==> src/rtl/wtc_pkg.sv <==
package wtc_pkg;
  localparam int NUM_LINES = 2;

  typedef enum logic [1:0] {
    ST_IDLE  = 2'd0,
    ST_FILL  = 2'd1,
    ST_WRITE = 2'd2,
    ST_DONE  = 2'd3
  } wtc_state_e;
endpackage

==> src/rtl/wtc_tag_match.sv <==
module wtc_tag_match #(
  parameter int N     = 2,
  parameter int TAG_W = 4,
  parameter int WAY_W = 1
) (
  input  logic [N-1:0]            valid_i,
  input  logic [N-1:0][TAG_W-1:0] tags_i,
  input  logic [TAG_W-1:0]        tag_i,
  output logic [N-1:0]            hit_vec_o,
  output logic                    hit_o,
  output logic [WAY_W-1:0]        hit_way_o
);
  for (genvar g = 0; g < N; g++) begin : g_cmp
    assign hit_vec_o[g] = valid_i[g] && (tags_i[g] == tag_i);
  end

  assign hit_o = |hit_vec_o;

  always_comb begin
    hit_way_o = '0;
    for (int w = 0; w < N; w++) begin
      if (hit_vec_o[w]) hit_way_o = WAY_W'(w);
    end
  end
endmodule

==> src/rtl/wtc_victim.sv <==
module wtc_victim #(
  parameter int N     = 2,
  parameter int WAY_W = 1
) (
  input  logic             clk_i,
  input  logic             rst_ni,
  input  logic [N-1:0]     valid_i,
  input  logic             touch_i,
  input  logic [WAY_W-1:0] touch_way_i,
  output logic [WAY_W-1:0] victim_o
);
  logic [WAY_W-1:0] lru_q;

  always_ff @(posedge clk_i or negedge rst_ni) begin
    if (!rst_ni)      lru_q <= '0;
    else if (touch_i) lru_q <= ~touch_way_i;
  end

  // invalid lines first, lowest index wins
  always_comb begin
    victim_o = lru_q;
    for (int w = N - 1; w >= 0; w--) begin
      if (!valid_i[w]) victim_o = WAY_W'(w);
    end
  end

  assert_lru_R7: assert property (@(posedge clk_i) disable iff (!rst_ni)
    (touch_i && (&valid_i)) |=> (victim_o != $past(touch_way_i)));
endmodule

==> src/rtl/wtc_lines.sv <==
module wtc_lines #(
  parameter int N      = 2,
  parameter int TAG_W  = 4,
  parameter int LINE_W = 16,
  parameter int BYTE_W = 8,
  parameter int OFF_W  = 1,
  parameter int WAY_W  = 1
) (
  input  logic                     clk_i,
  input  logic                     rst_ni,
  input  logic                     fill_en_i,
  input  logic [WAY_W-1:0]         fill_way_i,
  input  logic [TAG_W-1:0]         fill_tag_i,
  input  logic [LINE_W-1:0]        fill_line_i,
  input  logic                     wr_en_i,
  input  logic [WAY_W-1:0]         wr_way_i,
  input  logic [OFF_W-1:0]         wr_off_i,
  input  logic [BYTE_W-1:0]        wr_byte_i,
  output logic [N-1:0]             valid_o,
  output logic [N-1:0][TAG_W-1:0]  tags_o,
  output logic [N-1:0][LINE_W-1:0] lines_o
);
  localparam int WORDS = LINE_W / BYTE_W;

  for (genvar g = 0; g < N; g++) begin : g_way
    always_ff @(posedge clk_i or negedge rst_ni) begin
      if (!rst_ni) begin
        valid_o[g] <= 1'b0;
        tags_o[g]  <= '0;
        lines_o[g] <= '0;
      end else if (fill_en_i && fill_way_i == WAY_W'(g)) begin
        valid_o[g] <= 1'b1;
        tags_o[g]  <= fill_tag_i;
        lines_o[g] <= fill_line_i;
      end else if (wr_en_i && wr_way_i == WAY_W'(g)) begin
        for (int w = 0; w < WORDS; w++) begin
          if (wr_off_i == OFF_W'(w)) lines_o[g][w*BYTE_W +: BYTE_W] <= wr_byte_i;
        end
      end
    end
  end
endmodule

==> src/rtl/wtc_ctrl.sv <==
module wtc_ctrl
  import wtc_pkg::*;
(
  input  logic clk_i,
  input  logic rst_ni,
  input  logic req_valid_i,
  input  logic req_store_i,
  input  logic hit_i,
  input  logic store_q_i,
  input  logic rd_done_i,
  input  logic wr_done_i,
  output logic lookup_o,
  output logic fill_fire_o,
  output logic rd_req_o,
  output logic wr_req_o,
  output logic ready_o
);
  wtc_state_e state_q, state_d;

  assign lookup_o    = (state_q == ST_IDLE) && req_valid_i;
  assign fill_fire_o = (state_q == ST_FILL) && rd_done_i;
  assign rd_req_o    = (state_q == ST_FILL);
  assign wr_req_o    = (state_q == ST_WRITE);
  assign ready_o     = (state_q == ST_DONE);

  always_comb begin
    state_d = state_q;
    unique case (state_q)
      ST_IDLE:  if (req_valid_i) state_d = !hit_i ? ST_FILL : (req_store_i ? ST_WRITE : ST_DONE);
      ST_FILL:  if (rd_done_i)   state_d = store_q_i ? ST_WRITE : ST_DONE;
      ST_WRITE: if (wr_done_i)   state_d = ST_DONE;
      ST_DONE:  state_d = ST_IDLE;
      default:  state_d = ST_IDLE;
    endcase
  end

  always_ff @(posedge clk_i or negedge rst_ni) begin
    if (!rst_ni) state_q <= ST_IDLE;
    else         state_q <= state_d;
  end

  assert_no_overlap_R9: assert property (@(posedge clk_i) disable iff (!rst_ni)
    !(rd_req_o && wr_req_o));
  assert_rd_held_R9: assert property (@(posedge clk_i) disable iff (!rst_ni)
    (rd_req_o && !rd_done_i) |=> rd_req_o);
  assert_wr_held_R9: assert property (@(posedge clk_i) disable iff (!rst_ni)
    (wr_req_o && !wr_done_i) |=> wr_req_o);
  assert_wr_store_only_R6: assert property (@(posedge clk_i) disable iff (!rst_ni)
    wr_req_o |-> store_q_i);
  assert_ready_pulse_R8: assert property (@(posedge clk_i) disable iff (!rst_ni)
    ready_o |=> !ready_o);
endmodule

==> src/rtl/wt_cache.sv <==
module wt_cache
  import wtc_pkg::*;
#(
  parameter int ADDR_W = 5,
  parameter int OFF_W  = 1,
  parameter int BYTE_W = 8,
  parameter int CNT_W  = 16
) (
  input  logic                                   clk_i,
  input  logic                                   rst_ni,
  input  logic                                   req_valid_i,
  input  logic                                   req_store_i,
  input  logic [ADDR_W-1:0]                      req_addr_i,
  input  logic [BYTE_W-1:0]                      req_wdata_i,
  output logic                                   req_ready_o,
  output logic [BYTE_W-1:0]                      rsp_rdata_o,
  output logic                                   mem_rd_req_o,
  output logic [ADDR_W-OFF_W-1:0]                mem_rd_line_o,
  input  logic [(BYTE_W*(2**OFF_W))-1:0]         mem_rd_data_i,
  input  logic                                   mem_rd_done_i,
  output logic                                   mem_wr_req_o,
  output logic [ADDR_W-1:0]                      mem_wr_addr_o,
  output logic [BYTE_W-1:0]                      mem_wr_data_o,
  input  logic                                   mem_wr_done_i,
  output logic [CNT_W-1:0]                       hit_cnt_o,
  output logic [CNT_W-1:0]                       miss_cnt_o
);
  localparam int N      = NUM_LINES;
  localparam int WAY_W  = (N > 1) ? $clog2(N) : 1;
  localparam int TAG_W  = ADDR_W - OFF_W;
  localparam int WORDS  = 2 ** OFF_W;
  localparam int LINE_W = BYTE_W * WORDS;

  logic [N-1:0]             valid;
  logic [N-1:0][TAG_W-1:0]  tags;
  logic [N-1:0][LINE_W-1:0] lines;
  logic [N-1:0]             hit_vec;
  logic                     hit;
  logic [WAY_W-1:0]         hit_way, victim;
  logic                     lookup, fill_fire;

  logic [ADDR_W-1:0]        addr_q;
  logic                     store_q;
  logic [BYTE_W-1:0]        wdata_q, rdata_q;
  logic [WAY_W-1:0]         way_q;

  logic [TAG_W-1:0]         req_tag;
  logic [OFF_W-1:0]         req_off, off_q;
  logic [BYTE_W-1:0]        hit_byte, fill_byte;
  logic [LINE_W-1:0]        fill_line;
  logic                     touch;
  logic [WAY_W-1:0]         touch_way;

  assign req_tag = req_addr_i[ADDR_W-1:OFF_W];
  assign req_off = req_addr_i[OFF_W-1:0];
  assign off_q   = addr_q[OFF_W-1:0];

  wtc_tag_match #(.N(N), .TAG_W(TAG_W), .WAY_W(WAY_W)) u_match (
    .valid_i   (valid),
    .tags_i    (tags),
    .tag_i     (req_tag),
    .hit_vec_o (hit_vec),
    .hit_o     (hit),
    .hit_way_o (hit_way)
  );

  assign touch     = (lookup && hit) || fill_fire;
  assign touch_way = fill_fire ? way_q : hit_way;

  wtc_victim #(.N(N), .WAY_W(WAY_W)) u_victim (
    .clk_i       (clk_i),
    .rst_ni      (rst_ni),
    .valid_i     (valid),
    .touch_i     (touch),
    .touch_way_i (touch_way),
    .victim_o    (victim)
  );

  wtc_ctrl u_ctrl (
    .clk_i       (clk_i),
    .rst_ni      (rst_ni),
    .req_valid_i (req_valid_i),
    .req_store_i (req_store_i),
    .hit_i       (hit),
    .store_q_i   (store_q),
    .rd_done_i   (mem_rd_done_i),
    .wr_done_i   (mem_wr_done_i),
    .lookup_o    (lookup),
    .fill_fire_o (fill_fire),
    .rd_req_o    (mem_rd_req_o),
    .wr_req_o    (mem_wr_req_o),
    .ready_o     (req_ready_o)
  );

  // byte select on hit, byte select and store merge on fill
  always_comb begin
    hit_byte  = '0;
    fill_byte = '0;
    fill_line = mem_rd_data_i;
    for (int w = 0; w < WORDS; w++) begin
      if (req_off == OFF_W'(w)) hit_byte = lines[hit_way][w*BYTE_W +: BYTE_W];
      if (off_q == OFF_W'(w)) begin
        fill_byte = mem_rd_data_i[w*BYTE_W +: BYTE_W];
        if (store_q) fill_line[w*BYTE_W +: BYTE_W] = wdata_q;
      end
    end
  end

  wtc_lines #(
    .N(N), .TAG_W(TAG_W), .LINE_W(LINE_W), .BYTE_W(BYTE_W), .OFF_W(OFF_W), .WAY_W(WAY_W)
  ) u_lines (
    .clk_i       (clk_i),
    .rst_ni      (rst_ni),
    .fill_en_i   (fill_fire),
    .fill_way_i  (way_q),
    .fill_tag_i  (addr_q[ADDR_W-1:OFF_W]),
    .fill_line_i (fill_line),
    .wr_en_i     (lookup && hit && req_store_i),
    .wr_way_i    (hit_way),
    .wr_off_i    (req_off),
    .wr_byte_i   (req_wdata_i),
    .valid_o     (valid),
    .tags_o      (tags),
    .lines_o     (lines)
  );

  always_ff @(posedge clk_i or negedge rst_ni) begin
    if (!rst_ni) begin
      addr_q     <= '0;
      store_q    <= 1'b0;
      wdata_q    <= '0;
      way_q      <= '0;
      rdata_q    <= '0;
      hit_cnt_o  <= '0;
      miss_cnt_o <= '0;
    end else begin
      if (lookup) begin
        addr_q  <= req_addr_i;
        store_q <= req_store_i;
        wdata_q <= req_wdata_i;
        way_q   <= hit ? hit_way : victim;
        if (hit) begin
          hit_cnt_o <= hit_cnt_o + 1'b1;
          if (!req_store_i) rdata_q <= hit_byte;
        end else begin
          miss_cnt_o <= miss_cnt_o + 1'b1;
        end
      end
      if (fill_fire && !store_q) rdata_q <= fill_byte;
    end
  end

  assign rsp_rdata_o   = rdata_q;
  assign mem_rd_line_o = addr_q[ADDR_W-1:OFF_W];
  assign mem_wr_addr_o = addr_q;
  assign mem_wr_data_o = wdata_q;

  assert_unique_tags_R7: assert property (@(posedge clk_i) disable iff (!rst_ni)
    $onehot0(hit_vec));
  assert_fill_counted_R2: assert property (@(posedge clk_i) disable iff (!rst_ni)
    $rose(mem_rd_req_o) |-> (miss_cnt_o != $past(miss_cnt_o)));
  assert_wr_line_valid_R6: assert property (@(posedge clk_i) disable iff (!rst_ni)
    $rose(mem_wr_req_o) |-> valid[way_q]);
endmodule

==> config.mk <==
export PLATFORM = sky130hd
export DESIGN_NAME = wt_cache
export DESIGN_NICKNAME = d
export VERILOG_FILES = /design/src/rtl/wtc_pkg.sv /design/src/rtl/wtc_tag_match.sv /design/src/rtl/wtc_victim.sv /design/src/rtl/wtc_lines.sv /design/src/rtl/wtc_ctrl.sv /design/src/rtl/wt_cache.sv
export SDC_FILE = /design/constraint.sdc
export NUM_CORES = 1
export LEC_CHECK = 0
export BUFFER_PORTS_ARGS = -buffer_cell sky130_fd_sc_hd__buf_2
export CORE_UTILIZATION = 30
export DETAILED_ROUTE_END_ITERATION = 8
export HOLD_SLACK_MARGIN = 0.06
export SYNTH_ARGS = -nofsm -noshare
export SYNTH_HDL_FRONTEND = slang
export SYNTH_SLANG_ARGS = --single-unit
==> constraint.sdc <==
create_clock -name clk_i -period 5.2 [get_ports clk_i]
set_input_delay 0.78 -clock clk_i [delete_from_list [all_inputs] [get_ports clk_i]]
set_output_delay 0.78 -clock clk_i [all_outputs]
set_load 0.02 [all_outputs]
======== Yosys cells after proc, flatten, opt, wreduce, memory -nomap -nowiden ========
Index checks and enable logic that the tools add are counted.
operators by class
  $mul .................................... 0
  divide/modulo/power cells ............... 0
  multiplexer cells ....................... 30
  reductions and logical operators ........ 29
  magnitude comparators ................... 1
  $add $sub $neg .......................... 2
  shift-type cells ........................ 0
  eq/ne operators ......................... 11
  bitwise operators ....................... 4
operator list
  cell                                                                          count
  16-bit 2-to-1 mux                                                             6
  8-bit 2-to-1 mux                                                              12
  16-bit by 1-bit adder with 16-bit output, second input constant               2
  2-bit AND reduction                                                           6
  2-bit nonzero test                                                            6
  1-bit logical AND                                                             11
  2-bit by 1-bit inequality test with 1-bit output, second input constant       5
  4-bit == test                                                                 2
  2-bit 2-to-1 mux                                                              4
  2-bit one-hot mux with 4 select lines                                         1
  1-bit 2-to-1 mux                                                              7
  3-bit AND reduction                                                           2
  2-bit == test, second input constant                                          2
  1-bit inverter                                                                4
  2-bit by 1-bit == test with 1-bit output, second input constant               1
  2-bit zero test                                                               1
  1-bit by 2-bit less-than comparator with 1-bit output, second input constant  1
  2-bit inequality test, second input constant                                  1
  2-bit OR reduction                                                            1
  1-bit zero test                                                               1
  1-bit logical OR                                                              1
word-level totals
  memory bits (writable) .................. 0
  ROM bits ................................ 0
  flip-flop bits (word level) ............. 100
  logic and storage cells ................. 94
  memories ................................ 0
  latch bits .............................. 0
  output and inout port bits .............. 60

======== Logic depth before layout (Yosys ltp) ========
  depth after elaboration ................. 10
  mapped depth ............................ 9

======== Hierarchy ========
From an unflattened synthesis, not the netlist that was laid out.
second synthesis, totals
  cells, all modules ...................... 486
  area, all modules ....................... 5128.7 µm²
modules (own cells, without submodules)
  module         area an instance (µm²)  sequential area each (µm²)  cells an instance  times used
  wt_cache       2870.3                  1376.3                      238                1
  wtc_lines      1875.5                  1051.0                      204                1
  wtc_ctrl       203.9                   50.0                        21                 1
  wtc_tag_match  132.6                   0.0                         19                 1
  wtc_victim     46.3                    25.0                        4                  1

======== Worst setup path after synthesis ========
OpenSTA, ideal clock, no wires.
  path type ............................... input to register
  start ................................... input req_addr_i[1]
  end ..................................... register rdata_q[7], in the netlist rsp_rdata_o[7]
  stages .................................. 6
  buffers on the path ..................... 0
  slack ................................... 2.841 ns
  arrival ................................. 2.238 ns
  data required time ...................... 5.079 ns
  setup time .............................. 0.121 ns
  path through ............................ nor2b_1 or4_4 nor2_8 nor2_4 a221o_1 a22o_1
between the ends
  word-level cells in the longest chain between the ends .. 10
  elaborated cells on any way between the ends .. 15
  those cells by class .................... eq/ne (2); mux (8); reduce/logical (5)
ends and longest elaborated chain
  element                                               line                 text
  start: declaration                                    wt_cache.sv:13       input logic [ADDR_W-1:0] req_addr_i,
  4-bit == test                                         wtc_tag_match.sv:14  assign hit_vec_o[g] = valid_i[g] && (tags_i[g] == tag_i);
  1-bit logical AND                                     wtc_tag_match.sv:14
  1-bit 2-to-1 mux                                      wtc_tag_match.sv:22  if (hit_vec_o[w]) hit_way_o = WAY_W'(w);
  16-bit 2-to-1 mux (not written as such) (2 in a row)  wt_cache.sv:101      if (req_off == OFF_W'(w)) hit_byte = lines[hit_way][w*BYTE_W +: BYTE_W];
  8-bit 2-to-1 mux                                      wt_cache.sv:101
  8-bit 2-to-1 mux                                      wt_cache.sv:144      if (!req_store_i) rdata_q <= hit_byte;
  8-bit 2-to-1 mux                                      wt_cache.sv:142      if (hit) begin
  8-bit 2-to-1 mux                                      wt_cache.sv:137      if (lookup) begin
  8-bit 2-to-1 mux                                      wt_cache.sv:149      if (fill_fire && !store_q) rdata_q <= fill_byte;
  end signal: assignment                                wt_cache.sv:144
  end signal: assignment                                wt_cache.sv:149
  end: declaration                                      wt_cache.sv:44       logic [BYTE_W-1:0] wdata_q, rdata_q;
Several ways; a longest one is shown, not always the timed one. The select of a mux whose other input is x is not followed.
A chain may end at the register's enable or synchronous reset.

======== Worst setup path in the final report ========
  start ................................... register u_ctrl.state_q[0]
  end ..................................... register u_lines.lines_o[7] (netlist name)
between the ends
  word-level cells in the longest chain between the ends .. 7
  elaborated cells on any way between the ends .. 12
  those cells by class .................... eq/ne (2); mux (1); reduce/logical (9)
ends and longest elaborated chain
  element                               line             text
  start: declaration                    wtc_ctrl.sv:18   wtc_state_e state_q, state_d;
  start signal: assignment              wtc_ctrl.sv:39   else state_q <= state_d;
  2-bit zero test                       wtc_ctrl.sv:20   assign lookup_o = (state_q == ST_IDLE) && req_valid_i;
  1-bit logical AND                     wtc_ctrl.sv:20
  1-bit logical AND (2 in a row)        wt_cache.sv:118  .wr_en_i (lookup && hit && req_store_i),
  1-bit logical AND                     wtc_lines.sv:35  end else if (wr_en_i && wr_way_i == WAY_W'(g)) begin
  2-bit nonzero test (no source line)   --
  2-bit AND reduction (no source line)  --
  end signal: indexed assignment        wtc_lines.sv:34  lines_o[g] <= fill_line_i;
  end signal: indexed assignment        wtc_lines.sv:37  if (wr_off_i == OFF_W'(w)) lines_o[g][w*BYTE_W +: BYTE_W] <= wr_byte_i;
  end: declaration                      wtc_lines.sv:21  output logic [N-1:0][LINE_W-1:0] lines_o
Several ways; a longest one is shown, not always the timed one.

==> results.yml <==
status:
  outcome: "complete, no violations"
timing:
  maxSlewHeadroom_pct: 38.17
  finClkSkew_ns: 0.008339
  drv_slew: 0
  clock.fmax_ghz: 0.3434
  finalHoldViolations: 0
  min_period_over_period_pct: 56.01
  fin_ws_ns: 2.288
  finalSetupViolCount: 0
  period_needed_ns: 2.912
  tns_ns: 0
  rsz0062_at_grt: "false"
  tightest_slew_ns: 0.9252
setup_path:
  endpoint: "u_lines.lines_o[7]$_DFFE_PN0P_"
  crit_cells: 7
  crit_path_max_fanout: 19
  cp-start-kind: "register"
  r2r_slack_ns: 2.29
  crit_family: "simple AND/OR/NAND/NOR gates"
  crit_path_top_delay_cell: "or4_1"
  worst-path-buf-inv: 1
  path_class: "reg -> reg"
  slowest_delay_ns: 0.75
  r2r_end: "u_lines.lines_o[7]$_DFFE_PN0P_"
  cpMostUsedCell: "mux2i_1"
  crit_arrival_ns: 3.13
  path_cells: "inv_1 -> ha_1 -> and2_1 -> nand2_1 -> or4_1 -> mux2i_1 -> mux2i_1"
  critPathLaunch: "u_ctrl.state_q[0]$_DFFE_PN0P_"
  reg2reg_from: "u_ctrl.state_q[0]$_DFFE_PN0P_"
  r2r_cells: 7
  end_kind: "register"
  required_ns: 5.42
drt:
  drc: 0
  m1WireLength_um: 6041
  dr_wl_met3_um: 684
  drt_pass1_iterations: 4
  dr.max_layer_used: "met4"
  wl_met2_um: 6619
  wl_um: 13690
  drt_iter0_markers: 223
  ant_nets: 0
  avgViaCountPerCell: 4.960
  vias: 3804
  wl_per_cell_um: 17.85
synthesis:
  avgSynthCellArea_um2: 11.47
  synthTopCellsByCount: "dfrtp_1, mux2i_1, nand2_1, xnor2_1, mux2_2"
  yosys-top-cells-area: "dfrtp_1, mux2i_1, xnor2_1"
  synth_flop_cell: "dfrtp_1"
  synthesis.instances: 452
  ys_ff_latch: 100
  ys_warn_count: 0
  synth.most_common_cell: "dfrtp_1"
  yosys.area.top_type: "dfrtp_1"
  synth_nets: 494
  synth.distinct_cells: 46
  ys_seq_area_share_pct: 48.29
  synth_area_um2: 5182
  async_flop_share_pct: 100.0
  synth_edf_count: 0
  synth.top_cell.area_share_pct: 48.29
placement:
  dpl_worst_slack_ns: 2.109
  place_congestion: 0.7547
  dp_cells: 751
  hpwl_um: 9613
  io_buffers: 94
  dpl_cell_area_um2: 5868
clock_network:
  cts.path.max_buffers: 2
  cts.htree.levels: 3
  path_clk_slew_ns: 0.07
  post_cts_buffers: 0
  cts.sinks: 100
  cts_tree: "built"
  cts_hold_repair.buffers: 0
  numCtsBuffers: 9
  clk_latency_ns: 0.35
  cts-root-buf: "clkbuf_16"
  cts_resized: 0
global_routing:
  antenna_found_initial: 0
  gr-total-overflow: 0
  grt_pass1_vias: 4115
  grt_pass1_wl_um: 22180
  grt_max_degree: 67
  grt_use_total_pct: 16.33
die:
  die_h_um: 133.4
  rows: 47
  coreArea_um2: 16700
  dieArea_um2: 17800
  die_w_um: 133.4
  initial_core_util_pct: 31.03
  boundaryPins: 95
layout:
  final_net_count: 584
  stdcell_count: 767
  final_util_pct: 36.85
  design_area_um2: 6155
  multi_input_area_um2: 2554
  seqCellArea_um2: 2502
  final.fill_count: 1705
  areaGrowthSynthToFinish_pct: 18.76
  diodes: 0
  drive_above_1_share_pct: 26.69
power:
  power.density_nw_per_um2: 516.8
  vdd_drop_max_v: 0.0001917
  power_leakage_uw: 0.003132
run:
  maxCapViolCount: 0
hold_path:
  min_path_type: "reg -> reg"
## flip-flops by register name (all words and copies together), names as in the netlist
signal	count
miss_cnt_o	16
mem_wr_addr_o	5
mem_wr_data_o	8
u_lines.tags_o	8
hit_cnt_o	16
way_q	1
u_lines.valid_o	2
rsp_rdata_o	8
u_ctrl.state_q	2
u_lines.lines_o	32
u_victim.lru_q	1
store_q	1
## metrics by stage
step | hold slack, ns | total power (µW)
finish | 0.4666 | 3181
global route | 0.5020 | 3396
CTS | 0.4715 | 3214
detailed placement | 0.4617 | 2557
global placement | 0.4576 | 2497
floorplan | 0.4716 | 2164
## cell usage in the layout (no fill, tap or decap), types with 4 or more instances in the layout
master / n
nand2b_1: 4
nand4_1: 14
a21oi_1: 12
a22o_1: 8
inv_1: 7
ha_1: 7
xor2_1: 8
nand3_1: 13
buf_4: 6
a221o_1: 8
nor2b_1: 5
and3_1: 6
clkinvlp_4: 4
mux2_2: 16
clkbuf_16: 9
nor2_1: 10
nand2_1: 57
xnor2_1: 28
mux2i_1: 89
a21o_1: 8
dfrtp_1: 100
buf_2: 93
## how the worst min path moves through the flow
stage                              startpoint                              to  cells past startpoint
2_1_floorplan  u_lines.valid_o[1]$_DFFE_PN0P_  u_lines.valid_o[1]$_DFFE_PN0P_                      1
3_3_place_gp       miss_cnt_o[15]$_DFFE_PN0P_      miss_cnt_o[15]$_DFFE_PN0P_                      1
3_5_place_dp        hit_cnt_o[15]$_DFFE_PN0P_       hit_cnt_o[15]$_DFFE_PN0P_                      1
4_1_cts             hit_cnt_o[15]$_DFFE_PN0P_       hit_cnt_o[15]$_DFFE_PN0P_                      1
5_1_grt            miss_cnt_o[15]$_DFFE_PN0P_      miss_cnt_o[15]$_DFFE_PN0P_                      1
6_report            hit_cnt_o[15]$_DFFE_PN0P_       hit_cnt_o[15]$_DFFE_PN0P_                      1
## area by class of cell
cell class / count / area share (%)
Sequential cell: 100 / 40.66
Multi-Input combinational cell: 325 / 41.49
Clock buffer: 9 / 3.659
Timing Repair Buffer: 99 / 8.294
Clock inverter: 7 / 0.9961
Inverter: 7 / 0.4269
Tap cell: 220 / 4.472
## routing by layer
metal	vias to the layer above	global-route usage, %
li1	1792	-
met1	1890	20.57
met2	100	26.77
met3	22	3.615
met4	0	7.260
met5	-	0
## cells by family (layout without fill, tap and decap cells)
kind of cell | Yosys count | after routing | synth area share, %
AND/OR/NAND/NOR | 130 | 130 | 13.74
multiplexers | 107 | 107 | 21.10
flip-flops | 100 | 100 | 48.29
AO/OA/AOI/OAI | 45 | 45 | 6.616
XOR/XNOR | 36 | 36 | 6.084
buffers and inverters | 27 | 122 | 2.487
adder cells (fa/ha/maj) | 7 | 7 | 1.690
## power by group
| part | internal, µW | switching, µW |
|---|---|---|
| combinational | 537 | 715 |
| sequential | 1050 | 233 |
| clock | 332 | 316 |
| total | 1920 | 1260 |
No activity file was read; power rests on OpenSTA's default activity.
